==> src/rtl/irq_gate_pkg.sv <==
package irq_gate_pkg;

    typedef enum logic [1:0] {
        OP_IDLE  = 2'd0,
        OP_LOAD  = 2'd1,
        OP_CLEAR = 2'd2,
        OP_SET   = 2'd3
    } upd_op_e;

    typedef enum logic {
        MODE_RUN  = 1'b0,
        MODE_HALT = 1'b1
    } cpu_mode_e;

endpackage

==> src/rtl/irq_en_regs.sv <==
module irq_en_regs
    import irq_gate_pkg::*;
#(
    parameter int N_IRQ = 16
) (
    input  logic             clk,
    input  logic             rst_n,
    input  logic             en_wr,
    input  logic             en_and,
    input  logic             en_or,
    input  logic [N_IRQ-1:0] en_wdata,
    input  logic             dbg_wr,
    input  logic [N_IRQ-1:0] dbg_wdata,
    output logic [N_IRQ-1:0] en_mask,
    output logic [N_IRQ-1:0] dbg_mask
);

    upd_op_e          op;
    logic [N_IRQ-1:0] en_next;

    // Strobe decode: load beats clear beats set.
    always_comb begin
        if (en_wr)       op = OP_LOAD;
        else if (en_and) op = OP_CLEAR;
        else if (en_or)  op = OP_SET;
        else             op = OP_IDLE;
    end

    always_comb begin
        unique case (op)
            OP_LOAD:  en_next = en_wdata;
            OP_CLEAR: en_next = en_mask & en_wdata;
            OP_SET:   en_next = en_mask | en_wdata;
            default:  en_next = en_mask;
        endcase
    end

    always_ff @(posedge clk or negedge rst_n) begin
        if (!rst_n) begin
            en_mask <= '0;
        end else begin
            en_mask <= en_next;
        end
    end

    always_ff @(posedge clk or negedge rst_n) begin
        if (!rst_n) begin
            dbg_mask <= '0;
        end else if (dbg_wr) begin
            dbg_mask <= dbg_wdata;
        end
    end

endmodule

==> src/rtl/irq_qualify.sv <==
module irq_qualify
    import irq_gate_pkg::*;
#(
    parameter int N_IRQ = 16
) (
    input  logic [N_IRQ-1:0] irq_pend,
    input  logic [N_IRQ-1:0] en_mask,
    input  logic [N_IRQ-1:0] dbg_mask,
    input  logic             cpu_halted,
    output logic [N_IRQ-1:0] irq_qual
);

    cpu_mode_e mode;

    assign mode = cpu_halted ? MODE_HALT : MODE_RUN;

    for (genvar g = 0; g < N_IRQ; g++) begin : g_bit
        logic dbg_ok;
        always_comb begin
            unique case (mode)
                MODE_HALT: dbg_ok = dbg_mask[g];
                default:   dbg_ok = 1'b1;
            endcase
        end
        assign irq_qual[g] = irq_pend[g] & en_mask[g] & dbg_ok;
    end

endmodule

==> src/rtl/irq_prio_pick.sv <==
module irq_prio_pick #(
    parameter int N_IRQ = 16,
    localparam int IDX_W = $clog2(N_IRQ)
) (
    input  logic [N_IRQ-1:0] irq_qual,
    output logic             irq_valid,
    output logic [IDX_W-1:0] irq_index
);

    // Scan from the top down so the lowest set position is the last assignment.
    always_comb begin
        irq_valid = 1'b0;
        irq_index = '0;
        for (int i = N_IRQ - 1; i >= 0; i--) begin
            if (irq_qual[i]) begin
                irq_valid = 1'b1;
                irq_index = IDX_W'(i);
            end
        end
    end

endmodule

==> src/rtl/irq_gate_top.sv <==
module irq_gate_top #(
    parameter int N_IRQ = 16,
    localparam int IDX_W = $clog2(N_IRQ)
) (
    input  logic             clk,
    input  logic             rst_n,
    input  logic             en_wr,
    input  logic             en_and,
    input  logic             en_or,
    input  logic [N_IRQ-1:0] en_wdata,
    input  logic             dbg_wr,
    input  logic [N_IRQ-1:0] dbg_wdata,
    output logic [N_IRQ-1:0] en_rdata,
    output logic [N_IRQ-1:0] dbg_rdata,
    input  logic [N_IRQ-1:0] irq_pend,
    input  logic             cpu_halted,
    output logic [N_IRQ-1:0] irq_qual,
    output logic             irq_valid,
    output logic [IDX_W-1:0] irq_index
);

    logic [N_IRQ-1:0] en_mask;
    logic [N_IRQ-1:0] dbg_mask;

    irq_en_regs #(.N_IRQ(N_IRQ)) u_regs (
        .clk      (clk),
        .rst_n    (rst_n),
        .en_wr    (en_wr),
        .en_and   (en_and),
        .en_or    (en_or),
        .en_wdata (en_wdata),
        .dbg_wr   (dbg_wr),
        .dbg_wdata(dbg_wdata),
        .en_mask  (en_mask),
        .dbg_mask (dbg_mask)
    );

    irq_qualify #(.N_IRQ(N_IRQ)) u_qual (
        .irq_pend  (irq_pend),
        .en_mask   (en_mask),
        .dbg_mask  (dbg_mask),
        .cpu_halted(cpu_halted),
        .irq_qual  (irq_qual)
    );

    irq_prio_pick #(.N_IRQ(N_IRQ)) u_pick (
        .irq_qual (irq_qual),
        .irq_valid(irq_valid),
        .irq_index(irq_index)
    );

    assign en_rdata  = en_mask;
    assign dbg_rdata = dbg_mask;

endmodule

==> config.mk <==
export PLATFORM = sky130hd
export DESIGN_NAME = irq_gate_top
export DESIGN_NICKNAME = d
export VERILOG_FILES = /design/src/rtl/irq_gate_pkg.sv /design/src/rtl/irq_en_regs.sv /design/src/rtl/irq_qualify.sv /design/src/rtl/irq_prio_pick.sv /design/src/rtl/irq_gate_top.sv
export SDC_FILE = /design/constraint.sdc
export NUM_CORES = 1
export LEC_CHECK = 0
export BUFFER_PORTS_ARGS = -buffer_cell sky130_fd_sc_hd__buf_2
export CORE_MARGIN = 2
export CORE_UTILIZATION = 35
export DETAILED_ROUTE_END_ITERATION = 8
export PLACE_DENSITY = 0.76
export SYNTH_ARGS = -nofsm -noshare
export SYNTH_HDL_FRONTEND = slang
export SYNTH_SLANG_ARGS = --single-unit
==> constraint.sdc <==
create_clock -name clk -period 1.1 [get_ports clk]
set_input_delay 0.055 -clock clk [delete_from_list [all_inputs] [get_ports clk]]
set_output_delay 0.055 -clock clk [all_outputs]
set_load 0.03 [all_outputs]
; After elaboration in Yosys (flattened, before gate mapping)
; Cells that the tools add are included.
[totals]
elab_cells = 93
latchBits = 0
out_inout_bits = 53
register_bits = 32
input_bits = 55
mem_bits_rw = 0
romBits = 0
n_memories = 0
[op_classes]
order_cmp = 0
n_reduce_logical = 1
shifts = 0
bitwise_logic = 34
n_eq_ne = 3
n_mux = 53
add_sub_neg = 0
div_mod_pow = 0
mul = 0
[ops]
columns = operator, count
row1 = $mux W4, 16
row2 = $pmux W16 S3, 1
row3 = $mux W1, 33
row4 = $and A1 B1 Y1, 32
row5 = $and A16 B16 Y16, 1
row6 = $or A16 B16 Y16, 1
row7 = $mux W2, 3
row8 = $eq A2 B2 Y1 const B, 2
row9 = $reduce_bool A3 Y1, 1
row10 = $eq A2 B1 Y1 const B, 1

; Longest topological paths before layout
; Gate-level depths: netlist of the first run.
[logic_depth]
word_depth = 19
depth_mapped = 6
depth_no_buf = 6

; Cells and area by module
; Synthesis of the first run repeated with hierarchy kept, for this count alone.
[unflattened]
hier_cells = 187
hier_area_um2 = 1924.3
[modules_own_cells]
columns = mod, instances, seq_area_each_um2, area_per_inst_um2, cells_per_inst
row1 = irq_en_regs, 1, 800.8, 1401.3, 104
row2 = irq_qualify, 1, 0.0, 344.1, 50
row3 = irq_prio_pick, 1, 0.0, 178.9, 33

; Worst setup path after synthesis of the first run
; No wires, ideal clock.
[synth_path]
path_type = register -> output
startpoint = reg u_regs.en_mask[5]
endpoint = out irq_index[0]
setup_slack_ns = -1.268
path_buffers = 0
path_stages_with_launch = 6
t_required_ns = 1.045
arrival_time_ns = 2.313
cell_sequence = dfrtp_1 -> nand2_1 -> nor2_1 -> o211ai_1 -> or2_0 -> o32ai_1
[synth_via]
elab_chain_len = 8
[synth_rtl]
columns = element, line_no
row1 = "start, declared", irq_en_regs.sv:14  ; output logic [N_IRQ-1:0] en_mask,
row2 = "start signal, assigned", irq_en_regs.sv:42  ; en_mask <= en_next;
row3 = $and A1 B1 Y1 (2 in series), irq_qualify.sv:25  ; assign irq_qual[g] = irq_pend[g] & en_mask[g] & dbg_ok;
row4 = via irq_qual[5], irq_gate_top.sv:17  ; output logic [N_IRQ-1:0] irq_qual,
row5 = $mux W4 (6 in series), irq_prio_pick.sv:15  ; if (irq_qual[i]) begin
row6 = "end, declared", irq_gate_top.sv:19  ; output logic [IDX_W-1:0] irq_index
; The timed path passes the listed nets, and every way through them passes these cells.

; Worst setup path after layout of the first run
[layout_path]
startpoint = reg u_regs.dbg_mask[15]
endpoint = out irq_valid
[layout_via]
elab_chain_len = 18
[layout_rtl]
columns = element, line_no
row1 = "start, declared", irq_en_regs.sv:15  ; output logic [N_IRQ-1:0] dbg_mask
row2 = "start signal, assigned", irq_en_regs.sv:50  ; dbg_mask <= dbg_wdata;
row3 = $mux W1, irq_qualify.sv:20  ; unique case (mode)
row4 = $and A1 B1 Y1, irq_qualify.sv:25
row5 = $mux W1 (16 in series), irq_prio_pick.sv:15
row6 = "end, declared", irq_gate_top.sv:18  ; output logic irq_valid,
; No other way between the ends.

==> flow_summary.json, run 1 <==
{
  "outcome": "finished with violations",
  "violations": "setup timing",
  "holdPathEnd": "u_regs.dbg_mask[6]$_DFFE_PN0P_",
  "crit_type": "reg -> out",
  "fin_ws_ns": -0.816,
  "cts_buffers": 5,
  "synth_seq_cells": 32,
  "hpwlAfterDp_um": 4340,
  "fin_skew_ns": 0,
  "cts-root-buf": "clkbuf_8",
  "power.density_nw_per_um2": 1270,
  "required_ns": 1.04,
  "first_pass_iters": 4,
  "yosys.area_share.xor_xnor_pct": 0,
  "dp_slack_ns": -0.527,
  "slew_violations": 0,
  "synth_top_area_share_pct": 49.2,
  "worstReg2RegStart": "u_regs.dbg_mask[9]$_DFFE_PN0P_",
  "synth_most_common_cell": "nor2_1",
  "die_w_um": 72.2,
  "synth_compound_area_share_pct": 20.2,
  "cts.sinks": 32,
  "antenna_found_initial": 0,
  "cts_tree": "done",
  "p_sw_share_pct": 37.3,
  "syn_area_um2": 1630,
  "fin_crit_ns": 1.92,
  "finalHoldViolations": 0,
  "wl_per_cell_um": 15.8,
  "seq_area_frac_synth_pct": 49.2,
  "p_clk_share_pct": 21.3,
  "avgViaCountPerCell": 4.98,
  "synth_nets": 237,
  "reg2reg_to": "u_regs.dbg_mask[9]$_DFFE_PN0P_",
  "timing.hold.ws_ns": 0.00399,
  "syn_inst": 182,
  "worstSetupStartpointType": "flop",
  "p_int_mw": 2.60,
  "synth_area_per_cell_um2": 8.94,
  "yosysWarnings": 0,
  "netlist_top_cells_area": "dfrtp_1 (49%), nor2_1 (8.3%), mux2_2 (6.2%)",
  "fin_nets": 418,
  "tns_ns": -6.39,
  "synth_top_family_by_area": "compound AO/OA/AOI/OAI gates",
  "timing.final.crit_share_pct": 174,
  "p_sw_mw": 1.54,
  "overflow": 0,
  "ys.flop_type": "dfrtp_1",
  "clk_pin_slew_ns": 0.07,
  "io-pin-count": 108,
  "slew_headroom_pct": 58.6,
  "die_y_um": 72.2,
  "irDropWorstVdd_v": 0.000773,
  "p_comb_share_pct": 44.9,
  "insertion_delay_ns": 0.28,
  "worstHoldStart": "dbg_wdata[6]",
  "min_path_cells": 2,
  "yosys-top-cells-count": "nor2_1 (36), dfrtp_1 (32), nand2_1 (19)",
  "finalWirelength_um": 6590,
  "die_area_um2": 5210,
  "htreeDepth": 2,
  "route.detailed.drc": 0,
  "async_reset_ff_share_pct": 100,
  "numPortBuffers": 107,
  "antennaDiodeCount": 0,
  "grtUsageTotal_pct": 24.9,
  "synth_fa_ha_area_share_pct": 0,
  "cts_buffer_depth": 2,
  "end_kind": "primary output",
  "ff2ff_setup_slack_ns": 0.06,
  "critPathArrivalTime_ns": 1.86,
  "grt_max_degree": 20,
  "cp-startpoint": "u_regs.dbg_mask[15]$_DFFE_PN0P_",
  "final_core_util_pct": 74.2,
  "floorplan.initialDensity_pct": 36.8,
  "worst_pin_slew_ns": 0.621,
  "place_congestion": 0.839,
  "grt_pass1_vias": 2104,
  "cp_max_fo": 3,
  "maxCapViolations": 0,
  "synth.area.mux_share_pct": 6.23,
  "synthDistinctLibCells": 26,
  "rsz0062_at_grt": "yes",
  "maxClockFrequency_mhz": 522,
  "core_region_area_um2": 4410,
  "pwr-share-seq_pct": 33.8,
  "ant_nets": 0,
  "hp-class": "in -> reg",
  "syn_to_final_growth_pct": 101,
  "num_rows": 24,
  "synthSimpleGateAreaFrac_pct": 18.8,
  "synth_edf_count": 0,
  "reg2regPathDepth": 3,
  "drt-initial-drc-count": 116,
  "setup_viol": 23,
  "grt_pass1_wl_um": 9900,
  "drive_gt1_share_pct": 66.5,
  "p_leak_nw": 1.70,
  "yosys.area.top_type": "dfrtp_1",
  "route.vias.total": 2073
}
==> layout by cell type, fill, tap and decap left out, types with 2 or more instances in the layout <==
master,Yosys,routed
buf_2,0,81
buf_4,0,48
buf_6,0,37
nor2_1,36,32
dfrtp_1,32,17
a21oi_1,18,16
dfrtp_2,0,15
nand2_1,19,14
dlygate4sd3_1,0,11
inv_2,3,9
inv_1,17,9
o21ai_0,9,9
mux2_2,9,9
o211ai_2,7,7
o211ai_1,5,5
clkbuf_8,0,5
nand2_2,0,4
nor2b_4,0,4
inv_4,0,2
nor2_2,0,2
nor2_4,0,2
a21oi_4,0,2
a311oi_2,0,2
clkbuf_1,4,2
==> layer usage <==
metal / share of wire [%] / track usage [%] / wire length [um] / vias to the layer above
li1: - / - / - / 982
met1: 38 / 30.2 / 2470 / 978
met2: 52 / 41.9 / 3410 / 93
met3: 7.8 / 7.50 / 514 / 20
met4: 2.9 / 8.81 / 194 / 0
met5: 0 / 0 / 0 / -
==> metrics by stage <==
step	power, mW	std cells	instance area, um^2
after floorplan	2.26	182	1740
after global placement	2.90	383	2690
after detailed placement	2.93	383	2690
after CTS	4.08	412	3180
after global routing	4.35	416	3270
final	4.15	416	3270
==> worst max-delay path by stage <==
stage                               to  cells past startpoint
after global placement       irq_valid                      6
after CTS                    irq_valid                      6
after floorplan           irq_index[1]                      5
after global routing         irq_valid                      7
after detailed placement     irq_valid                      6
final                        irq_valid                      6
==> worst max-delay path: stages, from the launching register on <==
cell	delay (ns)
dfrtp_1	0.41
o211ai_2	0.21
inv_2	0.08
nor4_4	0.27
nor4b_4	0.36
nand2_2	0.09
buf_6	0.15
==> flip-flops by register name, indices dropped and copies added, names as in the netlist <==
name             flops
u_regs.en_mask      16
u_regs.dbg_mask     16
==> power groups by stage <==
| stage | registers [mW] | clock network, mW | logic [mW] |
|---|---|---|---|
| after global routing | 1.41 | 0.965 | 1.97 |
| after floorplan | 1.66 | 0 | 0.601 |
| after global placement | 1.40 | 0 | 1.50 |
| final | 1.40 | 0.883 | 1.86 |
| after CTS | 1.39 | 0.902 | 1.78 |
| after detailed placement | 1.41 | 0 | 1.52 |
==> final cells by class <==
class	instances	area [um^2]
Clock buffer	7	76.3
Clock inverter	1	5.00
Fill cell	303	1140
Inverter	20	80.1
Multi-Input combinational cell	126	916
Sequential cell	32	820
Tap cell	52	65.1
Timing Repair Buffer	178	1310
==> what timing repair did <==
action                                  in CTS  in global routing
buffers inserted                            12                  7
pin swaps                                   15                  8
gates resized for setup                     71                 24
hold buffers                                 9                  2
endpoints found under the setup margin      21                 26
endpoints found under the hold margin       23                  2
==> cell families after synthesis <==
logic type	count (synthesis)
AND/OR/NAND/NOR	69
flip-flops	32
AO/OA/AOI/OAI	48
buffers and inverters	24
multiplexers	9
No activity file was read; power rests on OpenSTA's default activity.
==> inputs of run 2 (changes only) <==
--- a/config.mk
+++ b/config.mk
@@ -10,6 +10,7 @@
 export CORE_UTILIZATION = 35
 export DETAILED_ROUTE_END_ITERATION = 8
 export PLACE_DENSITY = 0.76
+export RECOVER_POWER = 50
 export SYNTH_ARGS = -nofsm -noshare
 export SYNTH_HDL_FRONTEND = slang
 export SYNTH_SLANG_ARGS = --single-unit
==> constraint.sdc (replaced) <==
create_clock -name clk -period 1.1 [get_ports clk]
set_input_delay 0.055 -clock clk [delete_from_list [all_inputs] [get_ports clk]]
set_output_delay 0.055 -clock clk [all_outputs]
set_load 0.1 [all_outputs]
==> run 2 against run 1 <==
The run now fails in 5_1_grt; area after synthesis is the same; synthesized cell count unchanged.
==> flow_summary.json, run 2 <==
{
  "num_rows": 24,
  "hpwlAfterDp_um": 6000,
  "synthDistinctLibCells": 26,
  "error": "[ERROR DPL-0038] Utilization greater than 100%, impossible to legalize",
  "synth_seq_cells": 32,
  "outcome": "aborted with a tool error",
  "cts_buffer_depth": 2,
  "yosysWarnings": 0,
  "dp_slack_ns": -0.887,
  "io-pin-count": 108,
  "netlist_top_cells_area": "dfrtp_1 (49%), nor2_1 (8.3%), mux2_2 (6.2%)",
  "synth_area_per_cell_um2": 8.94,
  "haltStage": "5_1_grt",
  "syn_inst": 182,
  "place_congestion": 0.866,
  "synth_nets": 237,
  "yosys.area.top_type": "dfrtp_1",
  "seq_area_frac_synth_pct": 49.2,
  "yosys-top-cells-count": "nor2_1 (36), dfrtp_1 (32), nand2_1 (19)",
  "grt_max_degree": 18,
  "cts-root-buf": "clkbuf_8",
  "numPortBuffers": 107,
  "synth_top_area_share_pct": 49.2,
  "grt-worst-endpoint": "irq_valid",
  "synth_most_common_cell": "nor2_1",
  "cts_buffers": 5,
  "ys.flop_type": "dfrtp_1",
  "die_y_um": 72.2,
  "floorplan.initialDensity_pct": 36.8,
  "syn_area_um2": 1630,
  "async_reset_ff_share_pct": 100,
  "htreeDepth": 2,
  "cts.sinks": 32,
  "synth_edf_count": 0,
  "worstEpCategory": "top-level output",
  "die_w_um": 72.2
}
-- run 2: cell counts after synthesis --
Identical to the previous run, type by type.
-- run 2: what timing repair did --
item	CTS
hold endpoints to repair	20
setup buffers	11
hold buffers	5
resized for setup	65
setup endpoints to repair	46
pin swaps	10
-- run 2: stage by stage --
| step | instance area, um^2 | hold WS [ns] | util [%] | cells |
|---|---|---|---|---|
| after global placement | 3840 | -0.00166 | 87.0 | 405 |
| after detailed placement | 3840 | 0.0123 | 87.0 | 405 |
| after CTS | 4300 | 0.00256 | 97.3 | 424 |
| after floorplan | 2000 | -0.241 | - | 182 |
-- run 2: logic make-up after synthesis --
logic type | share of synthesized area [%]
muxes | 6.23
and+or+nand+nor | 18.8
buffers and inverters | 5.54
AOI/OAI and AO/OA | 20.2
DFF | 49.2
==> inputs of run 3 (changes only) <==
--- a/config.mk
+++ b/config.mk
@@ -7,9 +7,9 @@
 export LEC_CHECK = 0
 export BUFFER_PORTS_ARGS = -buffer_cell sky130_fd_sc_hd__buf_2
 export CORE_MARGIN = 2
-export CORE_UTILIZATION = 35
+export CORE_UTILIZATION = 20
 export DETAILED_ROUTE_END_ITERATION = 8
-export PLACE_DENSITY = 0.76
+export PLACE_DENSITY_LB_ADDON = 0.15
 export RECOVER_POWER = 50
 export SYNTH_ARGS = -nofsm -noshare
 export SYNTH_HDL_FRONTEND = slang
==> constraint.sdc (replaced) <==
create_clock -name clk -period 1.4 [get_ports clk]
set_input_delay 0.07 -clock clk [delete_from_list [all_inputs] [get_ports clk]]
set_output_delay 0.07 -clock clk [all_outputs]
set_load 0.1 [all_outputs]
==> run 3 against run 2 <==
The flow now finishes, with violations (setup timing).
==> flow_summary.json, run 3 (same netlist as run 1, synthesis figures left out) <==
{
  "outcome": "finished with violations",
  "violations": "setup timing",
  "place_area_um2": 3370,
  "max_stage_delay_ns": 0.47,
  "grt_pass1_vias": 2095,
  "numPortBuffers": 107,
  "cts-root-buf": "clkbuf_8",
  "end_kind": "primary output",
  "htreeDepth": 2,
  "final_common_cell": "buf_2",
  "slew_violations": 0,
  "cts_tree": "done",
  "fin_skew_ns": 0,
  "hp-class": "in -> reg",
  "grtUsageTotal_pct": 15.0,
  "cpMostUsedCell": "o211ai_1",
  "avgViaCountPerCell": 4.15,
  "cts_buffers": 5,
  "cp-startpoint": "u_regs.dbg_mask[0]$_DFFE_PN0P_",
  "finalHoldViolations": 0,
  "crit_buf_inv": 2,
  "critPathArrivalTime_ns": 1.95,
  "die_w_um": 94.2,
  "timing.final.crit_share_pct": 144,
  "cpMaxStageDelayCell": "dfrtp_4",
  "slew_headroom_pct": 31.6,
  "insertion_delay_ns": 0.28,
  "place_congestion": 0.824,
  "crit_type": "reg -> out",
  "grt_max_degree": 19,
  "cts_buffer_depth": 2,
  "overflow": 0,
  "die_area_um2": 8870,
  "reg2regPathDepth": 2,
  "path_delay_family": "compound AO/OA/AOI/OAI gates",
  "num_rows": 32,
  "p_leak_nw": 1.79,
  "wl_per_cell_um": 13.4,
  "grt_pass1_wl_um": 10100,
  "fin_crit_ns": 2.02,
  "fin_ws_ns": -0.621,
  "p_sw_mw": 2.11,
  "path_cells": "o211ai_1 > buf_4 > o211ai_1 > or2_1 > o32ai_4 > buf_12",
  "worst_pin_slew_ns": 1.03,
  "p_sw_share_pct": 45.3,
  "syn_to_final_growth_pct": 138,
  "clk_pin_slew_ns": 0.07,
  "reg2reg_to": "u_regs.dbg_mask[8]$_DFFE_PN0P_",
  "pwr-share-seq_pct": 24.5,
  "power.density_nw_per_um2": 1200,
  "final_cell_area_um2": 3880,
  "antennaDiodeCount": 0,
  "p_clk_share_pct": 21.3,
  "antenna_found_initial": 0,
  "fin_nets": 436,
  "cp_max_fo": 2,
  "mostFrequentLayoutCells": "buf_2 (85), buf_4 (50), nor2_1 (32)",
  "p_int_mw": 2.54,
  "drive_gt1_share_pct": 74.1,
  "fin_cells": 484,
  "worstSetupEndpoint": "irq_index[0]",
  "final_core_util_pct": 49.6,
  "setup_viol": 15,
  "ff2ff_setup_slack_ns": 0.39,
  "die_y_um": 94.2,
  "placed_cells": 458,
  "core_region_area_um2": 7810,
  "worstSetupPathDepth": 6,
  "floorplan.initialDensity_pct": 20.8,
  "maxCapViolations": 0,
  "reg_top3": "u_regs.dbg_mask x16, u_regs.en_mask x16",
  "irDropWorstVdd_v": 0.000569,
  "worstSetupStartpointType": "flop",
  "route.detailed.drc": 0,
  "finalWirelength_um": 6490,
  "rsz0062_at_grt": "yes",
  "drt-initial-drc-count": 42,
  "required_ns": 1.33,
  "maxClockFrequency_mhz": 495,
  "route.vias.total": 2010,
  "io-pin-count": 108,
  "ant_nets": 0,
  "min_path_cells": 3,
  "cts.sinks": 32,
  "first_pass_iters": 4,
  "worstReg2RegStart": "u_regs.dbg_mask[8]$_DFFE_PN0P_",
  "hpwlAfterDp_um": 5170,
  "p_comb_share_pct": 54.1
}
## run 3: through the flow
stage | setup TNS, ns | hold WS [ns] | power (mW) | setup WS (ns)
after floorplan | -6.39 | -0.226 | 2.71 | -1.36
after global placement | -2.13 | 0.0312 | 3.51 | -0.434
after detailed placement | -2.26 | 0.0363 | 3.52 | -0.499
after CTS | -4.88 | 0.00435 | 4.66 | -0.670
after global routing | -8.89 | 0.0163 | 4.83 | -0.741
final | -4.55 | 0.00442 | 4.65 | -0.621
## run 3: worst min-delay path: stages
cell,delay (ns)
buf_2,0.08
nand2_1,0.04
o21ai_0,0.06
## run 3: worst min-delay path by stage
stage                  from                              end
2_1_floorplan         rst_n  u_regs.dbg_mask[13]$_DFFE_PN0P_
3_3_place_gp          rst_n    u_regs.en_mask[7]$_DFFE_PN0P_
3_5_place_dp          rst_n    u_regs.en_mask[7]$_DFFE_PN0P_
4_1_cts        dbg_wdata[3]   u_regs.dbg_mask[3]$_DFFE_PN0P_
5_1_grt        dbg_wdata[6]   u_regs.dbg_mask[6]$_DFFE_PN0P_
6_report       dbg_wdata[3]   u_regs.dbg_mask[3]$_DFFE_PN0P_
## run 3: power by group through the flow
stage               combinational (mW)  sequential, mW  clock (mW)
floorplan                        0.847            1.86           0
detailed placement                2.37            1.15           0
CTS                               2.50            1.14        1.02
global placement                  2.37            1.15           0
global route                      2.63            1.15        1.05
finish                            2.52            1.14       0.992
## run 3: final cells by class
| cell class | instances | area (um^2) |
|---|---|---|
| fill | 742 | 3930 |
| timing repair buffer | 196 | 1630 |
| multi-input combinational | 126 | 987 |
| sequential | 32 | 893 |
| tap | 102 | 128 |
| inverter | 20 | 111 |
| clock buffer | 7 | 96.3 |
| clock inverter | 1 | 30.0 |
## run 3: what timing repair did
action,CTS,global route
setup buffers,8,8
setup endpoints to repair,17,20
cloned,0,0
gates resized for setup,45,19
pin swaps,7,14
hold buffers,7,0
hold endpoints to repair,23,0
## run 3: routing by layer
metal | global-route usage, % | vias up | routed length, um
li1 | - | 1018 | -
met1 | 18.2 | 905 | 2710
met2 | 25.8 | 75 | 3150
met3 | 4.09 | 12 | 516
met4 | 4.35 | 0 | 114
met5 | 0 | - | 0
